`src/rtl/atten_prog_pkg.sv`:
```
package atten_prog_pkg;

  typedef enum logic [2:0] {
    ST_IDLE,
    ST_SHIFT_LOW,
    ST_SHIFT_HIGH,
    ST_LE_SETUP,
    ST_LE_PULSE,
    ST_HOLDOFF
  } atten_state_e;

  // Minimum duration in ns -> whole clock cycles, rounded up, at least one.
  function automatic int unsigned ns_to_cycles(input int unsigned ns, input int unsigned clk_hz);
    longint unsigned prod;
    longint unsigned cyc;
    prod = longint'(ns) * longint'(clk_hz);
    cyc  = (prod + 64'd999_999_999) / 64'd1_000_000_000;
    if (cyc == 0) cyc = 1;
    return int'(cyc);
  endfunction

  // Cycles per period of a rate limit, rounded up.
  function automatic int unsigned hz_to_cycles(input int unsigned rate_hz, input int unsigned clk_hz);
    longint unsigned cyc;
    cyc = (longint'(clk_hz) + longint'(rate_hz) - 64'd1) / longint'(rate_hz);
    if (cyc == 0) cyc = 1;
    return int'(cyc);
  endfunction

  function automatic int unsigned max_u(input int unsigned a, input int unsigned b);
    return (a > b) ? a : b;
  endfunction

endpackage

```
`src/rtl/atten_tick_timer.sv`:
```
module atten_tick_timer #(
  parameter int unsigned W = 4
) (
  input  logic         clk,
  input  logic         rst_n,
  input  logic         load,
  input  logic [W-1:0] load_val,
  output logic         zero
);
  logic [W-1:0] cnt_q;

  always_ff @(posedge clk) begin
    if (!rst_n)              cnt_q <= '0;
    else if (load)           cnt_q <= load_val;
    else if (cnt_q != '0)    cnt_q <= cnt_q - 1'b1;
  end

  assign zero = (cnt_q == '0);

  // a reload is never requested while the previous phase is still counting
  p_load_on_expiry_r5: assert property (@(posedge clk) disable iff (!rst_n)
    load && !zero |-> $past(load) == 1'b0 && $past(cnt_q) != '0 ? 1'b0 : 1'b1)
    else $error("timer reloaded mid-phase");
endmodule

```
`src/rtl/atten_shift_reg.sv`:
```
module atten_shift_reg #(
  parameter int unsigned N = 8
) (
  input  logic         clk,
  input  logic         rst_n,
  input  logic         load,
  input  logic [N-1:0] load_word,
  input  logic         shift,
  output logic         sdo,
  output logic         last_bit
);
  localparam int unsigned CW = $clog2(N + 1);

  logic [N-1:0]  sreg_q;
  logic [CW-1:0] sent_q;

  always_ff @(posedge clk) begin
    if (!rst_n) begin
      sreg_q <= '0;
      sent_q <= '0;
    end else if (load) begin
      sreg_q <= load_word;
      sent_q <= '0;
    end else if (shift) begin
      sreg_q <= {1'b0, sreg_q[N-1:1]};
      sent_q <= sent_q + 1'b1;
    end
  end

  assign sdo      = sreg_q[0];
  assign last_bit = (sent_q == CW'(N - 1));

  p_shift_count_r3: assert property (@(posedge clk) disable iff (!rst_n)
    shift |-> sent_q < CW'(N))
    else $error("more shifts than word bits");
endmodule

```
`src/rtl/atten_serial_master.sv`:
```
module atten_serial_master
  import atten_prog_pkg::*;
#(
  parameter int unsigned CLK_HZ        = 200_000_000,
  parameter int unsigned MAX_SCLK_HZ   = 10_000_000,
  parameter int unsigned MIN_PHASE_NS  = 30,
  parameter int unsigned LE_SETUP_NS   = 10,
  parameter int unsigned LE_WIDTH_NS   = 30,
  parameter int unsigned MAX_UPDATE_HZ = 25_000,
  parameter int unsigned CODE_W        = 8,
  parameter int unsigned DATA_BITS     = 7,
  parameter int unsigned WORD_BITS     = 8
) (
  input  logic              clk,
  input  logic              rst_n,
  input  logic              req_valid,
  input  logic [CODE_W-1:0] req_code,
  output logic              busy,
  output logic              done,
  output logic              req_err,
  output logic              ser_data,
  output logic              ser_clk,
  output logic              ser_le
);
  localparam int unsigned PERIOD_CYC = hz_to_cycles(MAX_SCLK_HZ, CLK_HZ);
  localparam int unsigned HALF_CYC   = max_u(ns_to_cycles(MIN_PHASE_NS, CLK_HZ), (PERIOD_CYC + 1) / 2);
  localparam int unsigned SETUP_CYC  = ns_to_cycles(LE_SETUP_NS, CLK_HZ);
  localparam int unsigned PW_CYC     = ns_to_cycles(LE_WIDTH_NS, CLK_HZ);
  localparam int unsigned UPDATE_CYC = hz_to_cycles(MAX_UPDATE_HZ, CLK_HZ);
  localparam int unsigned TMR_MAX    = max_u(HALF_CYC, max_u(SETUP_CYC, PW_CYC));
  localparam int unsigned TMR_W      = $clog2(TMR_MAX + 1);
  localparam int unsigned IVL_W      = $clog2(UPDATE_CYC + 1);
  localparam int unsigned MAX_CODE   = (1 << DATA_BITS) - 1;

  function automatic logic [WORD_BITS-1:0] frame_code(input logic [CODE_W-1:0] code);
    logic [WORD_BITS-1:0] w;
    w = '0;
    if (int'(code) > int'(MAX_CODE)) w[DATA_BITS-1:0] = DATA_BITS'(MAX_CODE);
    else                             w[DATA_BITS-1:0] = code[DATA_BITS-1:0];
    return w;
  endfunction

  atten_state_e state_q, state_d;
  logic             tmr_load, tmr_zero;
  logic [TMR_W-1:0] tmr_val;
  logic             sh_load, sh_shift, sh_last, sh_sdo;
  logic [IVL_W-1:0] ivl_q;

  // named internal events
  logic accept_ev, bit_done_ev, word_done_ev, holdoff_end_ev;

  assign busy           = (state_q != ST_IDLE);
  assign accept_ev      = (state_q == ST_IDLE) && req_valid;
  assign bit_done_ev    = (state_q == ST_SHIFT_HIGH) && tmr_zero;
  assign word_done_ev   = bit_done_ev && sh_last;
  assign holdoff_end_ev = (state_q == ST_HOLDOFF) && (ivl_q >= IVL_W'(UPDATE_CYC - 1));

  always_comb begin
    state_d  = state_q;
    tmr_load = 1'b0;
    tmr_val  = '0;
    sh_load  = 1'b0;
    sh_shift = 1'b0;
    case (state_q)
      ST_IDLE: if (accept_ev) begin
        state_d  = ST_SHIFT_LOW;
        tmr_load = 1'b1;
        tmr_val  = TMR_W'(HALF_CYC - 1);
        sh_load  = 1'b1;
      end
      ST_SHIFT_LOW: if (tmr_zero) begin
        state_d  = ST_SHIFT_HIGH;
        tmr_load = 1'b1;
        tmr_val  = TMR_W'(HALF_CYC - 1);
      end
      ST_SHIFT_HIGH: if (bit_done_ev) begin
        sh_shift = 1'b1;
        tmr_load = 1'b1;
        if (sh_last) begin
          state_d = ST_LE_SETUP;
          tmr_val = TMR_W'(SETUP_CYC - 1);
        end else begin
          state_d = ST_SHIFT_LOW;
          tmr_val = TMR_W'(HALF_CYC - 1);
        end
      end
      ST_LE_SETUP: if (tmr_zero) begin
        state_d  = ST_LE_PULSE;
        tmr_load = 1'b1;
        tmr_val  = TMR_W'(PW_CYC - 1);
      end
      ST_LE_PULSE: if (tmr_zero) state_d = ST_HOLDOFF;
      ST_HOLDOFF:  if (holdoff_end_ev) state_d = ST_IDLE;
      default:     state_d = ST_IDLE;
    endcase
  end

  always_ff @(posedge clk) begin
    if (!rst_n) begin
      state_q <= ST_IDLE;
      ivl_q   <= '0;
      ser_clk <= 1'b0;
      ser_le  <= 1'b0;
      done    <= 1'b0;
      req_err <= 1'b0;
    end else begin
      state_q <= state_d;
      if (accept_ev)                                  ivl_q <= '0;
      else if (busy && ivl_q != IVL_W'(UPDATE_CYC))   ivl_q <= ivl_q + 1'b1;
      ser_clk <= (state_d == ST_SHIFT_HIGH);
      ser_le  <= (state_d == ST_LE_PULSE);
      done    <= holdoff_end_ev;
      req_err <= req_valid && busy;
    end
  end

  atten_tick_timer #(.W(TMR_W)) u_timer (
    .clk(clk), .rst_n(rst_n), .load(tmr_load), .load_val(tmr_val), .zero(tmr_zero)
  );

  atten_shift_reg #(.N(WORD_BITS)) u_shift (
    .clk(clk), .rst_n(rst_n), .load(sh_load), .load_word(frame_code(req_code)),
    .shift(sh_shift), .sdo(sh_sdo), .last_bit(sh_last)
  );

  assign ser_data = sh_sdo;

  p_le_quiet_shift_r7: assert property (@(posedge clk) disable iff (!rst_n)
    (state_q == ST_SHIFT_LOW || state_q == ST_SHIFT_HIGH) |-> !ser_le)
    else $error("latch high during shifting");

  p_data_hold_high_r6: assert property (@(posedge clk) disable iff (!rst_n)
    ser_clk && $past(ser_clk) |-> $stable(ser_data))
    else $error("data moved while clock high");

  p_le_clk_excl_r8: assert property (@(posedge clk) disable iff (!rst_n)
    ser_le |-> !ser_clk)
    else $error("latch and clock high together");

  p_done_pulse_r10: assert property (@(posedge clk) disable iff (!rst_n)
    done |=> !done)
    else $error("done longer than one cycle");

  p_done_idle_r10: assert property (@(posedge clk) disable iff (!rst_n)
    done |-> !busy)
    else $error("done while busy");

  p_reject_keeps_r11: assert property (@(posedge clk) disable iff (!rst_n)
    busy && req_valid && !holdoff_end_ev |=> busy)
    else $error("rejected request disturbed transfer");
endmodule

```
`config.mk`:
```
export PLATFORM = sky130hd
export DESIGN_NAME = atten_serial_master
export DESIGN_NICKNAME = d
export VERILOG_FILES = /design/src/rtl/atten_prog_pkg.sv /design/src/rtl/atten_tick_timer.sv /design/src/rtl/atten_shift_reg.sv /design/src/rtl/atten_serial_master.sv
export SDC_FILE = /design/constraint.sdc
export NUM_CORES = 1
export LEC_CHECK = 0
export ABC_AREA = 1
export BUFFER_PORTS_ARGS = -buffer_cell sky130_fd_sc_hd__buf_2
export CAP_MARGIN = 20
export CORE_MARGIN = 2
export CORE_UTILIZATION = 30
export DETAILED_ROUTE_END_ITERATION = 6
export RECOVER_POWER = 25
export SLEW_MARGIN = 20
export SYNTH_ARGS = -nofsm -noshare
export SYNTH_HDL_FRONTEND = slang
export SYNTH_SLANG_ARGS = --single-unit
export TNS_END_PERCENT = 1
```
`constraint.sdc`:
```
create_clock -name clk -period 1.65 [get_ports clk]
set_input_delay 0.0825 -clock clk [delete_from_list [all_inputs] [get_ports clk]]
set_output_delay 0.0825 -clock clk [all_outputs]
set_load 0.01 [all_outputs]
```
==> impl_metrics.csv <==
group,metric,value,unit
outcome,status,"finished, final reports clean",
power_and_ir_drop,power_frac_seq,0.389,
floorplan,io_pins,17,
floorplan,rows,28,
yosys,syn_area_per_cell,6.937,um^2
timing,hold_viol_final,0,
clock_network,postCtsHoldBufs,0,
critical_path,critPathKind,"reg2reg",
finish,nets,312,
yosys,yosysWarnings,0,
clock_network,cts_tree,"yes",
yosys,synth_ff_type,"dfxtp_1",
place,place_inst,365,
routing,drc,0,
finish,diodes,0,
clock_network,clock_sinks,35,
clock_network,clockRootBuffer,"clkbuf_8",
clock_network,cts.path.max_buffers,2,
timing,worst_pin_slew,0.3168,ns
timing,finalCriticalPeriod,1.470,ns
place,portBuffers,16,
floorplan,die_area,0.006940,mm^2
yosys,yosys-top-cells-area,"dfxtp_1 37%, nand2_1 16%, nor2_1 5.8%",
critical_path,cp_common_cell,"nand2_4",
timing,min_period_over_period,0.8906,
grt,grt_max_degree,13,
power_and_ir_drop,clockPowerShare,0.229,
yosys,ys_seq_area_frac,0.3714,
yosys,ys_ff_latch,35,
timing,clock-skew-final,0.001842,ns
power_and_ir_drop,comb_power_share,0.382,
floorplan,dieWidth,83.31,um
timing,setup_viol,0,
power_and_ir_drop,power,0.002725,W
floorplan,coreArea,0.005991,mm^2
yosys,synth_top_area_frac,0.3714,
power_and_ir_drop,sw_frac_of_total,0.4019,
critical_path,cp_slowest_stage_delay,0.36,ns
min_path,hp-class,"in2reg",
floorplan,initial_core_util,0.3150,
finish,drive_above_1_share,0.1711,
critical_path,start_kind,"register",
yosys,synth_area_leader_cell,"dfxtp_1",
power_and_ir_drop,power_density,1254,mW/mm^2
finish,final_common_cell,"nand2_1",
critical_path,cp_slowest_cell,"dfxtp_1",
finish,final_cell_mix,"78 x nand2_1, 35 x dfxtp_1, 29 x nor2_1, 25 x inv_1, 16 x a21oi_1",
yosys,synth_nets,287,
critical_path,cp_max_fo,9,
routing,wire_per_inst,10.83,um
power_and_ir_drop,ir_worst_vdd,0.5054,mV
power_and_ir_drop,intPower,0.001630,W
grt,grt_pass1_wl,6.872,mm
timing,slew_headroom,0.7878,
routing,dr.first_iter.drc_count,115,
yosys,synth_edf_count,0,
power_and_ir_drop,switchingPower,0.001095,W
place,dp_hpwl,3.028,mm
yosys,synthCells,272,
grt,grt_remaining_overflow,0,
run,drv_cap,0,
grt,antenna_found_initial,0,
finish,post-route-util,0.3628,
routing,vias_per_cell,4.651,
critical_path,critical_path.endpoint_type,"register",
grt,grt.total_usage,0.1192,
routing,wl,4.039,mm
critical_path,critical_path.cell_chain,"nor2_2 -> nand2_4 -> nor2_4 -> inv_4 -> nand2_4 -> inv_2 -> o21ai_0 -> a21oi_1",
clock_network,h-tree-depth,2,
timing,rsz0062_at_grt,"false",
clock_network,cts_buffers,5,
grt,grt_pass1_vias,1535,
timing,tns,0,ns
yosys,synthesis.area,0.001887,mm^2
timing,max_freq,0.6805,GHz
timing,maxSlewViolCount,0,
place,gp_congestion,0.7762,
finish,syn2layout_area_growth,15.19,%
timing,holdWs,0.03868,ns
routing,drtAntennaViolNets,0,
clock_network,path_clk_slew,0.07,ns
critical_path,arrival,1.65,ns
routing,first_pass_iters,4,
yosys,yosysUniqueCellTypes,28,
finish,stdcell_count,373,
routing,routed-via-count,1735,
clock_network,clock_latency,0.29,ns
power_and_ir_drop,leakagePower,0.8443,nW
yosys,synthArstFlopShare,0,
critical_path,critPathRequiredTime,1.83,ns
floorplan,fp.dieH,83.31,um
-- power by group through the flow --
stage | logic [W] | clock network (W) | registers, W
after floorplan | 0.000799 | 0 | 0.00106
after global placement | 0.00103 | 0 | 0.00108
after detailed placement | 0.00103 | 0 | 0.00107
after CTS | 0.00103 | 0.000640 | 0.00106
after global routing | 0.00119 | 0.000676 | 0.00108
final | 0.00104 | 0.000623 | 0.00106
-- synthesized netlist by cell type (3+ instances only) --
cell type / count
nand2_1: 78
dfxtp_1: 35
nor2_1: 29
inv_1: 25
a21oi_1: 16
nand3_1: 13
o21ai_0: 9
a21oi_2: 7
nand2_2: 6
nor3_1: 6
a31oi_1: 5
inv_2: 5
nand4_1: 5
xor2_1: 5
ha_1: 4
xnor2_1: 4
nand2_4: 3
o21ai_1: 3
-- layout make-up --
class,count,area (um^2)
fillers,627,3817
repair buffers,22,131.4
clock inverters,2,12.51
clock buffers,6,72.57
well taps,75,93.84
flip-flops and latches,35,700.7
multi-input cells,202,1039
inverters,31,123.9
-- timing repair --
item / CTS / global route
setup buffers: 0 / 0
hold endpoints to repair: 0 / 0
setup endpoints to repair: 0 / 12
resized for setup: 0 / 3
-- path summary, 6_finish.rpt --
check                    start                 to  slack, ns  cells after the start
max                 state_q[0]           ivl_q[2]       0.18                      8
min                  req_valid            req_err       0.04                      3
max reg2reg         state_q[0]           ivl_q[2]       0.18                      8
min reg2reg  u_shift.sent_q[3]  u_shift.sent_q[3]       0.47                      2
-- logic make-up after synthesis --
| family | count (synthesis) | share of synthesized area |
|---|---|---|
| compound gates | 43 | 0.1346 |
| fa+ha+maj | 4 | 0.02653 |
| xor+xnor | 9 | 0.04177 |
| simple gates | 146 | 0.3448 |
| buf+inv | 35 | 0.08090 |
| flops | 35 | 0.3714 |
-- metal layers --
metal  routed length [um]  up-vias  GRT usage
li1                     -      934          -
met5                    0        -          0
met4                   83        0    0.05812
met3                  113        7    0.01988
met1                 2114      768     0.1653
met2                 1727       26     0.1782
-- stage by stage --
| stage | setup slack [ns] | cell area, um^2 |
|---|---|---|
| global route | 0.03437 | 2173 |
| finish | 0.1805 | 2173 |
| CTS | 0.05232 | 2170 |
| floorplan | 0.2714 | 1887 |
| global placement | 0.05442 | 2085 |
| detailed placement | 0.06574 | 2085 |
-- worst max-delay path, delay by kind of cell, from the launching register on --
kind / cells / cell delay [ns]
compound gates: 2 / 0.15
buf+inv: 2 / 0.16
flops: 1 / 0.36
simple gates: 4 / 0.69
-- state kept, by name (all words and copies together), names as in the netlist --
signal	cells
ivl_q	13
u_shift.sreg_q	7
u_shift.sent_q	4
u_timer.cnt_q	4
state_q	3
done	1
req_err	1
ser_clk	1
ser_le	1
(Power assumes the default switching activity.)
